===== src/rtl/sp_pkg.sv =====
// Shared types for the stream prefetch engine.
// Assumes: command codes are fixed by the core-side decoder.
package sp_pkg;
    typedef enum logic [2:0] {
        OP_END     = 3'd0,
        OP_CFG     = 3'd1,
        OP_STEP    = 3'd2,
        OP_UNDO    = 3'd3,
        OP_COMMIT  = 3'd4,
        OP_CKPT    = 3'd5,
        OP_RESTORE = 3'd6,
        OP_FLUSH   = 3'd7
    } sp_op_e;

    // Life cycle of one buffer entry.
    typedef enum logic [2:0] {
        SL_EMPTY   = 3'd0,  // free
        SL_WAIT_B  = 3'd1,  // affine request outstanding
        SL_BASE_OK = 3'd2,  // affine value held, indirect request not yet made
        SL_WAIT_I  = 3'd3,  // indirect request outstanding
        SL_READY   = 3'd4,  // final element value held
        SL_DRAIN   = 3'd5   // retired while a response was still owed
    } slot_st_e;
endpackage


===== src/rtl/sp_iter_ctl.sv =====
// Iteration bookkeeping: committed, speculative, issue and indirect
// positions, checkpoint, epoch and activity. All positions are absolute
// iteration numbers; the buffer slot is the low bits of the position.
// Assumes: at most one command per cycle; requests are squashed by the
// issue selector in cycles with configure, end, flush or commit.
module sp_iter_ctl #(
    parameter int LEN_W   = 8,
    parameter int DEPTH   = 4,
    parameter int EPOCH_W = 2,
    localparam int SLOT_W = $clog2(DEPTH)
) (
    input  logic                clk,
    input  logic                rst_n,
    input  logic                cmd_valid,
    input  sp_pkg::sp_op_e      cmd_op,
    input  logic [LEN_W-1:0]    cfg_len,
    input  logic                aff_fire,
    input  logic                ind_adv,
    input  logic                rd_fire,
    output logic                active,
    output logic [LEN_W-1:0]    len_q,
    output logic [EPOCH_W-1:0]  epoch,
    output logic [LEN_W-1:0]    commit_iter,
    output logic [LEN_W-1:0]    spec_iter,
    output logic [LEN_W-1:0]    issue_iter,
    output logic [LEN_W-1:0]    ind_iter,
    output logic                touched,
    output logic                clr_all,
    output logic                free_en,
    output logic [SLOT_W-1:0]   free_idx
);
    import sp_pkg::*;

    logic               active_n, touched_n;
    logic [LEN_W-1:0]   len_n, commit_n, spec_n, issue_n, ind_n, ckpt_q, ckpt_n;
    logic [EPOCH_W-1:0] epoch_n;
    logic               do_commit;

    assign do_commit = cmd_valid && (cmd_op == OP_COMMIT) && (spec_iter != commit_iter);
    assign clr_all   = cmd_valid && (cmd_op == OP_CFG || cmd_op == OP_END || cmd_op == OP_FLUSH);
    assign free_en   = do_commit && (commit_iter != issue_iter);
    assign free_idx  = commit_iter[SLOT_W-1:0];

    // Next-state selection for positions and stream status.
    always_comb begin
        active_n  = active;
        len_n     = len_q;
        epoch_n   = epoch;
        commit_n  = commit_iter;
        spec_n    = spec_iter;
        issue_n   = issue_iter + (aff_fire ? LEN_W'(1) : '0);
        ind_n     = ind_iter + (ind_adv ? LEN_W'(1) : '0);
        ckpt_n    = ckpt_q;
        touched_n = touched | rd_fire;
        if (cmd_valid) begin
            case (cmd_op)
                OP_CFG, OP_END: begin
                    active_n  = (cmd_op == OP_CFG);
                    len_n     = (cmd_op == OP_CFG) ? cfg_len : '0;
                    epoch_n   = epoch + EPOCH_W'(1);
                    commit_n  = '0;
                    spec_n    = '0;
                    issue_n   = '0;
                    ind_n     = '0;
                    ckpt_n    = '0;
                    touched_n = 1'b0;
                end
                OP_FLUSH: begin
                    epoch_n   = epoch + EPOCH_W'(1);
                    issue_n   = commit_iter;
                    ind_n     = commit_iter;
                    touched_n = 1'b0;
                end
                OP_STEP: begin
                    if (spec_iter < len_q) begin
                        spec_n    = spec_iter + LEN_W'(1);
                        touched_n = 1'b0;
                    end
                end
                OP_UNDO: begin
                    if (spec_iter != commit_iter) begin
                        spec_n    = spec_iter - LEN_W'(1);
                        touched_n = 1'b0;
                    end
                end
                OP_COMMIT: begin
                    if (do_commit) begin
                        commit_n = commit_iter + LEN_W'(1);
                        if (commit_iter == issue_iter) issue_n = issue_iter + LEN_W'(1);
                        if (ind_iter == commit_iter)   ind_n   = ind_iter + LEN_W'(1);
                    end
                end
                OP_CKPT: ckpt_n = spec_iter;
                OP_RESTORE: begin
                    spec_n    = (ckpt_q > commit_iter) ? ckpt_q : commit_iter;
                    touched_n = 1'b0;
                end
                default: ;
            endcase
        end
    end

    // State registers.
    always_ff @(posedge clk) begin
        if (!rst_n) begin
            active      <= 1'b0;
            len_q       <= '0;
            epoch       <= '0;
            commit_iter <= '0;
            spec_iter   <= '0;
            issue_iter  <= '0;
            ind_iter    <= '0;
            ckpt_q      <= '0;
            touched     <= 1'b0;
        end else begin
            active      <= active_n;
            len_q       <= len_n;
            epoch       <= epoch_n;
            commit_iter <= commit_n;
            spec_iter   <= spec_n;
            issue_iter  <= issue_n;
            ind_iter    <= ind_n;
            ckpt_q      <= ckpt_n;
            touched     <= touched_n;
        end
    end

    assert_depth_R4: assert property (@(posedge clk) disable iff (!rst_n)
        (issue_iter - commit_iter) <= LEN_W'(DEPTH));
    assert_len_R5: assert property (@(posedge clk) disable iff (!rst_n)
        issue_iter <= len_q);
    assert_spec_order_R6: assert property (@(posedge clk) disable iff (!rst_n)
        spec_iter >= commit_iter);
endmodule


===== src/rtl/sp_slot_store.sv =====
// Element buffer: per-slot state, data and fault flag. A slot is written by
// allocation (affine request), indirect issue, response and commit.
// Assumes: the controller never allocates or issues into a slot that is
// being freed in the same cycle.
module sp_slot_store #(
    parameter int DEPTH  = 4,
    parameter int DATA_W = 32,
    localparam int SLOT_W = $clog2(DEPTH)
) (
    input  logic                clk,
    input  logic                rst_n,
    input  logic                clr_all,
    input  logic                ind_mode,
    input  logic                alloc_en,
    input  logic                ind_iss_en,
    input  logic [SLOT_W-1:0]   iss_idx,
    input  logic                rsp_en,
    input  logic [SLOT_W-1:0]   rsp_idx,
    input  logic [DATA_W-1:0]   rsp_data,
    input  logic                rsp_fault,
    input  logic                free_en,
    input  logic [SLOT_W-1:0]   free_idx,
    output sp_pkg::slot_st_e    st_o    [DEPTH],
    output logic [DATA_W-1:0]   data_o  [DEPTH],
    output logic                fault_o [DEPTH]
);
    import sp_pkg::*;

    for (genvar g = 0; g < DEPTH; g++) begin : g_slot
        slot_st_e            st_q;
        logic [DATA_W-1:0]   data_q;
        logic                fault_q;
        logic                waiting, rsp_take, free_hit, iss_hit;

        assign waiting  = (st_q == SL_WAIT_B) || (st_q == SL_WAIT_I);
        assign rsp_take = rsp_en && (rsp_idx == SLOT_W'(g)) && (waiting || st_q == SL_DRAIN);
        assign free_hit = free_en && (free_idx == SLOT_W'(g));
        assign iss_hit  = iss_idx == SLOT_W'(g);

        // Per-slot life-cycle update.
        always_ff @(posedge clk) begin
            if (!rst_n) begin
                st_q    <= SL_EMPTY;
                data_q  <= '0;
                fault_q <= 1'b0;
            end else if (clr_all) begin
                st_q    <= SL_EMPTY;
                fault_q <= 1'b0;
            end else if (free_hit) begin
                st_q <= (waiting && !rsp_take) ? SL_DRAIN : SL_EMPTY;
            end else if (rsp_take) begin
                case (st_q)
                    SL_WAIT_B: begin
                        data_q  <= rsp_data;
                        fault_q <= rsp_fault;
                        st_q    <= (ind_mode && !rsp_fault) ? SL_BASE_OK : SL_READY;
                    end
                    SL_WAIT_I: begin
                        data_q  <= rsp_data;
                        fault_q <= rsp_fault;
                        st_q    <= SL_READY;
                    end
                    default: st_q <= SL_EMPTY;
                endcase
            end else if (alloc_en && iss_hit) begin
                st_q    <= SL_WAIT_B;
                fault_q <= 1'b0;
            end else if (ind_iss_en && iss_hit) begin
                st_q <= SL_WAIT_I;
            end
        end

        assign st_o[g]    = st_q;
        assign data_o[g]  = data_q;
        assign fault_o[g] = fault_q;
    end

    // A commit may only retire an entry that holds or awaits an element.
    assert_free_held_R6: assert property (@(posedge clk) disable iff (!rst_n)
        free_en |-> (st_o[free_idx] != SL_EMPTY));
endmodule


===== src/rtl/sp_issue_sel.sv =====
// Request selection for the single memory port. An indirect request for the
// oldest iteration whose affine value has arrived goes first; otherwise the
// next affine iteration is requested if it is within length and room.
// Assumes: indirect requests are made in iteration order.
module sp_issue_sel #(
    parameter int ADDR_W = 32,
    parameter int DATA_W = 32,
    parameter int LEN_W  = 8,
    parameter int DEPTH  = 4,
    localparam int SLOT_W = $clog2(DEPTH)
) (
    input  logic                active,
    input  logic                ind_en,
    input  logic                squash,
    input  logic [LEN_W-1:0]    len_q,
    input  logic [LEN_W-1:0]    issue_iter,
    input  logic [LEN_W-1:0]    commit_iter,
    input  logic [LEN_W-1:0]    ind_iter,
    input  sp_pkg::slot_st_e    st      [DEPTH],
    input  logic [DATA_W-1:0]   data    [DEPTH],
    input  logic [ADDR_W-1:0]   base,
    input  logic [ADDR_W-1:0]   stride,
    input  logic [ADDR_W-1:0]   ind_base,
    input  logic [1:0]          shift,
    input  logic                req_ready,
    output logic                req_valid,
    output logic [ADDR_W-1:0]   req_addr,
    output logic [SLOT_W-1:0]   req_slot,
    output logic                aff_fire,
    output logic                ind_fire,
    output logic                ind_adv
);
    import sp_pkg::*;

    logic [SLOT_W-1:0] ind_slot, aff_slot;
    logic              ind_pend, ind_can, ind_skip, aff_can, fire;
    logic [ADDR_W-1:0] aff_addr, ind_addr;

    // Candidate evaluation and address formation.
    always_comb begin
        ind_slot = ind_iter[SLOT_W-1:0];
        aff_slot = issue_iter[SLOT_W-1:0];
        ind_pend = active && ind_en && (ind_iter != issue_iter);
        ind_can  = ind_pend && (st[ind_slot] == SL_BASE_OK);
        ind_skip = ind_pend && (st[ind_slot] == SL_READY) && !squash;
        aff_can  = active && (issue_iter < len_q)
                   && ((issue_iter - commit_iter) < LEN_W'(DEPTH))
                   && (st[aff_slot] == SL_EMPTY);
        aff_addr = base + ({{(ADDR_W-LEN_W){1'b0}}, issue_iter} * stride);
        ind_addr = ind_base + (ADDR_W'(data[ind_slot]) << shift);
    end

    assign req_valid = !squash && (ind_can || aff_can);
    assign req_addr  = ind_can ? ind_addr : aff_addr;
    assign req_slot  = ind_can ? ind_slot : aff_slot;
    assign fire      = req_valid && req_ready;
    assign ind_fire  = fire && ind_can;
    assign aff_fire  = fire && !ind_can;
    assign ind_adv   = ind_fire || ind_skip;
endmodule


===== src/rtl/sp_stream_engine.sv =====
// Top of the stream prefetch engine: configuration registers, response
// acceptance, head-element presentation and wiring of the submodules.
// Assumes: the responder echoes req_tag on rsp_tag; rsp is always accepted.
module sp_stream_engine #(
    parameter int ADDR_W  = 32,
    parameter int DATA_W  = 32,
    parameter int LEN_W   = 8,
    parameter int DEPTH   = 4,
    parameter int EPOCH_W = 2,
    localparam int SLOT_W = $clog2(DEPTH),
    localparam int TAG_W  = EPOCH_W + SLOT_W
) (
    input  logic               clk,
    input  logic               rst_n,
    input  logic               cmd_valid,
    input  logic [2:0]         cmd_op,
    input  logic [ADDR_W-1:0]  cfg_base,
    input  logic [ADDR_W-1:0]  cfg_stride,
    input  logic [LEN_W-1:0]   cfg_len,
    input  logic               cfg_ind_en,
    input  logic [ADDR_W-1:0]  cfg_ind_base,
    input  logic [1:0]         cfg_ind_shift,
    output logic               req_valid,
    input  logic               req_ready,
    output logic [ADDR_W-1:0]  req_addr,
    output logic [TAG_W-1:0]   req_tag,
    input  logic               rsp_valid,
    input  logic [TAG_W-1:0]   rsp_tag,
    input  logic [DATA_W-1:0]  rsp_data,
    input  logic               rsp_fault,
    input  logic               rd_valid,
    output logic               rd_ready,
    output logic [DATA_W-1:0]  rd_data,
    output logic               rd_fault,
    output logic               rd_first
);
    import sp_pkg::*;

    sp_op_e             op;
    logic [ADDR_W-1:0]  base_q, stride_q, ind_base_q;
    logic               ind_en_q;
    logic [1:0]         shift_q;
    logic               active, touched, clr_all, free_en, squash;
    logic [LEN_W-1:0]   len_q, commit_iter, spec_iter, issue_iter, ind_iter;
    logic [EPOCH_W-1:0] epoch;
    logic [SLOT_W-1:0]  free_idx, req_slot, head;
    logic               aff_fire, ind_fire, ind_adv, rsp_ok, rd_fire;
    slot_st_e           st    [DEPTH];
    logic [DATA_W-1:0]  data  [DEPTH];
    logic               fault [DEPTH];

    assign op     = sp_op_e'(cmd_op);
    assign squash = cmd_valid && (op == OP_CFG || op == OP_END || op == OP_FLUSH || op == OP_COMMIT);

    // Capture the stream description on configure.
    always_ff @(posedge clk) begin
        if (!rst_n) begin
            base_q     <= '0;
            stride_q   <= '0;
            ind_base_q <= '0;
            ind_en_q   <= 1'b0;
            shift_q    <= '0;
        end else if (cmd_valid && op == OP_CFG) begin
            base_q     <= cfg_base;
            stride_q   <= cfg_stride;
            ind_base_q <= cfg_ind_base;
            ind_en_q   <= cfg_ind_en;
            shift_q    <= cfg_ind_shift;
        end
    end

    sp_iter_ctl #(.LEN_W(LEN_W), .DEPTH(DEPTH), .EPOCH_W(EPOCH_W)) u_iter (
        .clk(clk), .rst_n(rst_n), .cmd_valid(cmd_valid), .cmd_op(op),
        .cfg_len(cfg_len), .aff_fire(aff_fire), .ind_adv(ind_adv), .rd_fire(rd_fire),
        .active(active), .len_q(len_q), .epoch(epoch), .commit_iter(commit_iter),
        .spec_iter(spec_iter), .issue_iter(issue_iter), .ind_iter(ind_iter),
        .touched(touched), .clr_all(clr_all), .free_en(free_en), .free_idx(free_idx)
    );

    sp_issue_sel #(.ADDR_W(ADDR_W), .DATA_W(DATA_W), .LEN_W(LEN_W), .DEPTH(DEPTH)) u_sel (
        .active(active), .ind_en(ind_en_q), .squash(squash), .len_q(len_q),
        .issue_iter(issue_iter), .commit_iter(commit_iter), .ind_iter(ind_iter),
        .st(st), .data(data), .base(base_q), .stride(stride_q), .ind_base(ind_base_q),
        .shift(shift_q), .req_ready(req_ready), .req_valid(req_valid), .req_addr(req_addr),
        .req_slot(req_slot), .aff_fire(aff_fire), .ind_fire(ind_fire), .ind_adv(ind_adv)
    );

    // Responses count only for the current epoch of a live stream.
    assign rsp_ok  = rsp_valid && active && (rsp_tag[TAG_W-1 -: EPOCH_W] == epoch);
    assign req_tag = {epoch, req_slot};

    sp_slot_store #(.DEPTH(DEPTH), .DATA_W(DATA_W)) u_store (
        .clk(clk), .rst_n(rst_n), .clr_all(clr_all), .ind_mode(ind_en_q),
        .alloc_en(aff_fire), .ind_iss_en(ind_fire), .iss_idx(req_slot),
        .rsp_en(rsp_ok), .rsp_idx(rsp_tag[SLOT_W-1:0]), .rsp_data(rsp_data),
        .rsp_fault(rsp_fault), .free_en(free_en), .free_idx(free_idx),
        .st_o(st), .data_o(data), .fault_o(fault)
    );

    // Pseudo-register view of the element at the speculative iteration.
    assign head     = spec_iter[SLOT_W-1:0];
    assign rd_ready = active && (spec_iter < issue_iter) && (st[head] == SL_READY);
    assign rd_data  = data[head];
    assign rd_fire  = rd_valid && rd_ready;
    assign rd_fault = rd_fire && fault[head];
    assign rd_first = rd_fire && !touched;

    assert_idle_R10: assert property (@(posedge clk) disable iff (!rst_n)
        !active |-> (!req_valid && !rd_ready));
    assert_no_head_R12: assert property (@(posedge clk) disable iff (!rst_n)
        (spec_iter >= issue_iter) |-> !rd_ready);
    assert_first_read_R9: assert property (@(posedge clk) disable iff (!rst_n)
        (rd_first && !(cmd_valid && op != OP_CKPT && op != OP_COMMIT)) |=> !rd_first);
endmodule


===== config.mk =====
export PLATFORM = sky130hd
export DESIGN_NAME = sp_stream_engine
export DESIGN_NICKNAME = d
export VERILOG_FILES = /design/src/rtl/sp_pkg.sv /design/src/rtl/sp_iter_ctl.sv /design/src/rtl/sp_slot_store.sv /design/src/rtl/sp_issue_sel.sv /design/src/rtl/sp_stream_engine.sv
export SDC_FILE = /design/constraint.sdc
export NUM_CORES = 2
export LEC_CHECK = 0
export BUFFER_PORTS_ARGS = -buffer_cell sky130_fd_sc_hd__buf_2
export CAP_MARGIN = 25
export CORE_MARGIN = 1.5
export CORE_UTILIZATION = 48
export DETAILED_ROUTE_END_ITERATION = 6
export PLACE_DENSITY = 0.69
export RECOVER_POWER = 100
export SLEW_MARGIN = 5
export SYNTH_ARGS = -nofsm -noshare
export SYNTH_HDL_FRONTEND = slang
export SYNTH_SLANG_ARGS = --single-unit

===== constraint.sdc =====
create_clock -name clk -period 5.7 [get_ports clk]
set_input_delay 0 -clock clk [delete_from_list [all_inputs] [get_ports clk]]
set_output_delay 0 -clock clk [all_outputs]
set_load 0.05 [all_outputs]

# Yosys cells after proc, flatten, opt, wreduce, memory -nomap -nowiden

Cells that the tools add are included.

Input port bits: 153
Register bits after elaboration: 295
Output and inout port bits: 72

Multiply operators: 1
Mux-type cells: 79
Reductions and logical operators: 108
Eq/ne operators: 44
Shift-type cells: 1
Magnitude comparators: 8
Add/sub/neg operators: 11
Bitwise operators: 10

Operators with widths:

| cell                                          | count |
|---|---|
| 2-to-1 mux 32 bit                             | 5 |
| binary-select mux 32 bit (select 2 bit)       | 2 |
| 2-to-1 mux 8 bit                              | 11 |
| 2-to-1 mux 3 bit                              | 27 |
| adder 32 bit                                  | 2 |
| logical AND 1 bit                             | 50 |
| one-hot mux 8 bit (3 select lines)            | 2 |
| adder 8 x 1 -> 8 bit, second input constant   | 4 |
| multiplier 8 x 32 -> 32 bit                   | 1 |
| one-hot mux 8 bit (2 select lines)            | 2 |
| one-hot mux 8 bit (4 select lines)            | 1 |
| left shift 32 x 2 -> 32 bit                   | 1 |
| == test 3 bit, second input constant          | 10 |
| < comparator 8 bit                            | 3 |
| inequality test 8 bit                         | 3 |
| one-hot mux 3 bit (2 select lines)            | 4 |
| == test 3 x 2 -> 1 bit, second input constant | 7 |
| AND reduction 4 bit                           | 5 |
| nonzero test 4 bit                            | 5 |
| 2-to-1 mux 1 bit                              | 19 |
| binary-select mux 3 bit (select 2 bit)        | 3 |
| adder 8 bit                                   | 2 |
| == test 8 bit                                 | 2 |
| == test 3 x 1 -> 1 bit, second input constant | 5 |
| other kinds (27)                              | 86 |

# Longest topological paths before layout

Depth in word-level cells: 17
Mapped depth: 24
Gate-level depth less buffers: 21

# Modules after synthesis

From an unflattened synthesis, not the netlist that was laid out.

Cell total of the unflattened synthesis: 3,052
Area total of the unflattened synthesis: 26,155.1 um^2

By module, submodules not included:

| module           | times used | cells each | area each (um^2) | seq. area each (um^2) |
|---|---|---|---|---|
| sp_issue_sel     | 1          | 1,349      | 11,613.6         | 0.0 |
| sp_slot_store    | 1          | 706        | 5,876.9          | 2,882.8 |
| sp_stream_engine | 1          | 514        | 4,772.1          | 1,981.9 |
| sp_iter_ctl      | 1          | 483        | 3,892.5          | 1,041.0 |

# Worst setup path after synthesis

Ideal clock, no wire load.

Path type: reg-to-output
Start point: reg u_iter.issue_iter[0]
End point: out req_addr[28]
Path slack: -0.547 ns
Arrival time: 6.247 ns
Data required time: 5.700 ns
Stages on the path, launching flop included: 21
Path through: dfxtp_1 -> buf_2 -> clkbuf_1 -> buf_1 -> nand2_1 -> fa_1 -> inv_1 -> fa_1 -> inv_1 -> fa_1 -> fa_1 -> inv_1 -> ha_1 -> and4_1 -> a221oi_2 -> o31ai_1 -> a211oi_2 -> o31ai_1 -> a211oi_1 -> nor2_1 -> o31ai_1

Cells in the longest elaborated chain, start to end: 4

RTL lines:

| what                                                                                | line                   | text |
|---|---|---|
| start: declaration                                                                  | sp_iter_ctl.sv:25      | `output logic [LEN_W-1:0] issue_iter,` |
| start signal: assignment                                                            | sp_iter_ctl.sv:121     | `issue_iter <= issue_n;` |
| parallel branches: the longest is 3 deep, another holds multiplier 8 x 32 -> 32 bit | -                      |  |
| 2-to-1 mux 32 bit (*)                                                               | sp_issue_sel.sv:54     | `assign req_addr = ind_can ? ind_addr : aff_addr;` |
| end: declaration                                                                    | sp_stream_engine.sv:25 | `output logic [ADDR_W-1:0] req_addr,` |

Mark *: on every way between the ends.

# Final worst setup path

Start point: reg u_iter.issue_iter[4]
End point: out req_addr[30]

Same word-level chain as after synthesis.

==> flow_results.org <==
** Timing
- Worst relative slew slack :: -154%
- The final critical path takes up 104% of the cycle.
- The number of pins exceeding their max-slew limit in the final report is between 400 and 500.
- Final Hold Violating Endpoints :: 0
- Slew at the pin with the worst max-slew slack :: 3.81 ns
- Shortest clock period the worst path allows after layout :: 5.91 ns
- Sum of negative setup slack :: -0.421 ns
- Unrepaired setup endpoints after global routing :: true
- Based on the critical path, the design can be clocked at up to roughly 170 MHz.
- Clock skew after layout :: about 0.032 ns
- Minimum setup slack in the final design :: -0.213 ns
- Setup violations remaining at the end of the flow were counted as 5.

** Route
- Drt wl/cell :: 19.9 um
- The first detailed-routing pass took 6 iterations.
- Sum of routed wire segments on met1 :: ~32 mm
- WL met2 :: around 38 mm
- Number of vias after detailed routing :: 22992
- Dividing the detail-routed via count by the number of cells gives 5.71.
- The detailed router finished its first iteration with approximately 2000 violations.
- Once detail routing completed, the nets flagged for antenna violations numbered 0.
- For this block, the routed nets add up to about 80 mm of wire.
- In this run the top signal layer used is met5.
- WL met3 :: 6.22 mm
- DRC errors left :: 0

** Setup path
- Worst Setup Path Type :: reg2out
- Crit-path max cell delay :: 0.59 ns
- Data required time of the worst path :: 5.70 ns
- Crit-path max FO :: 6
- STA classifies the critical path endpoint as a primary output.
- Startpoint Class :: flop
- The signal on the critical path passes through buf_6, buf_6, nand2_4, fa_1, fa_1, inv_2, fa_2, fa_2, ha_4, nand3_2, nand2_4, a221oi_4, o31ai_4, a211oi_4, o31ai_4, a211oi_4, nor2_2, o211ai_1, buf_4.
- On the critical path, the stage with the largest delay is an instance of fa_2.
- For the worst setup path, the data arrival time is 5.91 ns.

** Global routing
- Maximum number of pins on one net before global-route repair :: approximately 180
- Total gr overflow :: 0
- Number of antenna violations at the first check in global routing :: 1
- Global-route wire length before repair :: roughly 120 mm
- Tot GR Track Use :: 29.9%
- Via count of the first global-routing pass :: approximately 23000

** Yosys
- The Yosys step of the flow raised 0 warnings.
- Number of enable flip-flop cells after synthesis :: 0
- Cell area after technology mapping :: 24700 sq um
- Post-synthesis async set-or-reset flop share :: 0%
- Nets in the synthesized netlist :: 3450
- Synthesis inferred 295 register bits.
- Sequential cells were found to cover 23.9% of the synthesized design area.
- Synthesized area per cell :: 8.27 sq um
- In the synthesized netlist, the number of instances is 2984.
- Number of distinct library cells after synthesis :: between 70 and 80
- Main flop type after synthesis :: dfxtp_1

** Clock network
- In this run the number of H-tree levels came out at 2.
- At the later pin of the worst-skew pair, clock insertion delay measures 0.58 ns.
- In this run the deepest clock path goes through 3 buffers.
- TritonCTS created 37 clock buffers.
- Sink Count :: between 200 and 300
- Clock-pin slew was measured on the worst setup and hold paths at 0.07 ns.
- TritonCTS clock tree :: built
- Buffer type at the clock tree root :: clkbuf_16

** Placement
- During placement, the flow inserted port buffers numbering approximately 220.
- Detailed Place HPWL :: 56.5 mm
- Routability-driven placement finished with a final weighted congestion of a little under 1.

** Pwr
- The completed layout was analyzed and its total power is 5.39 mW.
- Summed over all cells, the static leakage comes to 12.2 nW.
- Power density of the placed cells :: 178 nW/um^2
- Worst ir drop on vdd :: 0.000252 V

** Job
- Count of maximum capacitance violations :: 8

** Cells and area
- N_diodes :: 0
- Final nets :: 3789
- Layout cell share with drive strength beyond 1 :: 16.4%
- Area growth from synthesis to layout :: 22.8%

** Die
- Placement row count :: 82
- Core footprint :: 50500 sq um
- For this configuration, the core starts out at a cell density of 48.9%.
- Die height :: 230 um
- The die covers ~53000 sq um.
- I/O pins :: 225
- The die is 230 um wide.

** Run status
- The final reports fail on capacitance limit, slew limit, setup timing.
- The run finished, with violations left.

** Hold path
- The path class of the tightest hold or removal check is in2reg.
## cells in the mapped netlist (all sizes together) (55+ instances only)
library cell	count	share of area, %
nand2	684	10
a21oi	353	7.2
dfxtp	295	24
inv	273	4.2
fa	188	15
clkbuf	132	2.0
ha	125	6.3
and2	111	2.8
nor2	106	1.6
mux4	88	8.0
xnor2	76	2.7
o21ai	68	1.4
xor2	55	2.0
## critical path, delay by kind of cell, from the launching register on
| kind | cells | cell delay, ns |
|---|---|---|
| fa+ha+maj | 5 | 2.39 |
| buf+inv | 4 | 0.59 |
| simple gates | 4 | 0.28 |
| compound gates | 6 | 1.71 |
| flops | 1 | 0.36 |
## per-layer routing
metal / global-route usage, % / vias up
met4: 13.2 / 2
met1: 38.1 / 11218
met3: 4.32 / 194
met5: 0 / -
li1: - / 10593
met2: 50.3 / 985
## flip-flops by register name, summed over array words and instances (netlist names)
signal,count
u_store.g_slot.data_q,128
base_q,32
ind_base_q,32
stride_q,32
u_store.g_slot.st_q,12
u_iter.ckpt_q,8
u_iter.commit_iter,8
u_iter.ind_iter,8
u_iter.issue_iter,8
u_iter.len_q,8
u_iter.spec_iter,8
u_store.g_slot.fault_q,4
shift_q,2
u_iter.epoch,2
ind_en_q,1
u_iter.active,1
u_iter.touched,1
## report_power, final
| part | switching (mW) | total [mW] | internal [mW] | leakage [nW] |
|---|---|---|---|---|
| clock | 1.02 | 2.57 | 1.55 | 0.633 |
| sequential | 0.0491 | 2.14 | 2.09 | 2.40 |
| combinational | 0.386 | 0.685 | 0.299 | 9.17 |
## logic make-up (layout without fill, tap and decap cells)
kind of cell | Yosys count | count (layout) | share of synthesized area [%]
compound gates | 596 | 596 | 14.3
xor+xnor | 131 | 131 | 4.65
fa+ha+maj | 313 | 313 | 21.6
buf+inv | 459 | 827 | 7.21
flops | 295 | 295 | 23.9
mux | 118 | 118 | 9.27
simple gates | 1072 | 1072 | 19.0
## final timing paths
kind	startpoint	to	slack (ns)	cells past startpoint
setup / recovery	u_iter.issue_iter[4]$_SDFF_PN0_	req_addr[30]	-0.21	19
hold / removal	cmd_op[2]	u_iter.spec_iter[1]$_SDFFE_PN0P_	0.03	4
setup reg to reg	u_iter.issue_iter[1]$_SDFF_PN0_	u_store.g_slot[2].data_q[19]$_SDFFE_PN0P_	0.37	12
hold reg to reg	base_q[2]$_SDFFE_PN0P_	base_q[2]$_SDFFE_PN0P_	0.46	2
## layout by cell type, fill, tap and decap left out, types with 11 or more instances in the layout
cell and count:
a211oi_1 18, a21o_1 39, a21oi_1 340, a21oi_2 12
and2_1 102, buf_2 159, buf_4 86, buf_6 21
clkbuf_1 61, clkbuf_16 37, dfxtp_1 270, dfxtp_2 18
dlygate4sd3_1 156, fa_1 183, ha_1 109, ha_4 14
inv_1 268, mux2i_1 24, mux4_2 88, nand2_1 678
nand2b_1 21, nand3_1 40, nand4_1 17, nor2_1 104
nor2b_1 15, nor3_1 21, nor4_1 11, o21ai_0 60
xnor2_1 74, xor2_1 55
## what timing repair did
item,4_1_cts,5_1_grt
hold endpoints to repair,257,0
setup buffers,16,13
resized for setup,77,100
hold buffers,156,0
endpoints found under the setup margin,20,16
pin swaps,39,54
## cell type report
class / count / area (sq um)
well taps: 672 / 841
clock inverters: 15 / 287
inverters: 273 / 1030
flip-flops and latches: 295 / 5950
multi-input cells: 2230 / 17500
fillers: 4417 / 20200
clock buffers: 53 / 1030
repair buffers: 486 / 3640
## metrics by stage
stage               hold WS (ns)  area, sq um  utilization (%)  worst slack (ns)  cells
floorplan                  0.136        24700                -            0.0249   2984
global placement           0.241        26500             52.6           -0.0786   3768
detailed placement         0.248        26600             52.7            -0.143   3770
CTS                       0.0121        29900             59.2            -0.167   4010
global route              0.0904        30300             60.1            -0.308   4024
finish                    0.0322        30300             60.1            -0.213   4024
Note: power is estimated with default switching activity, not from simulation.
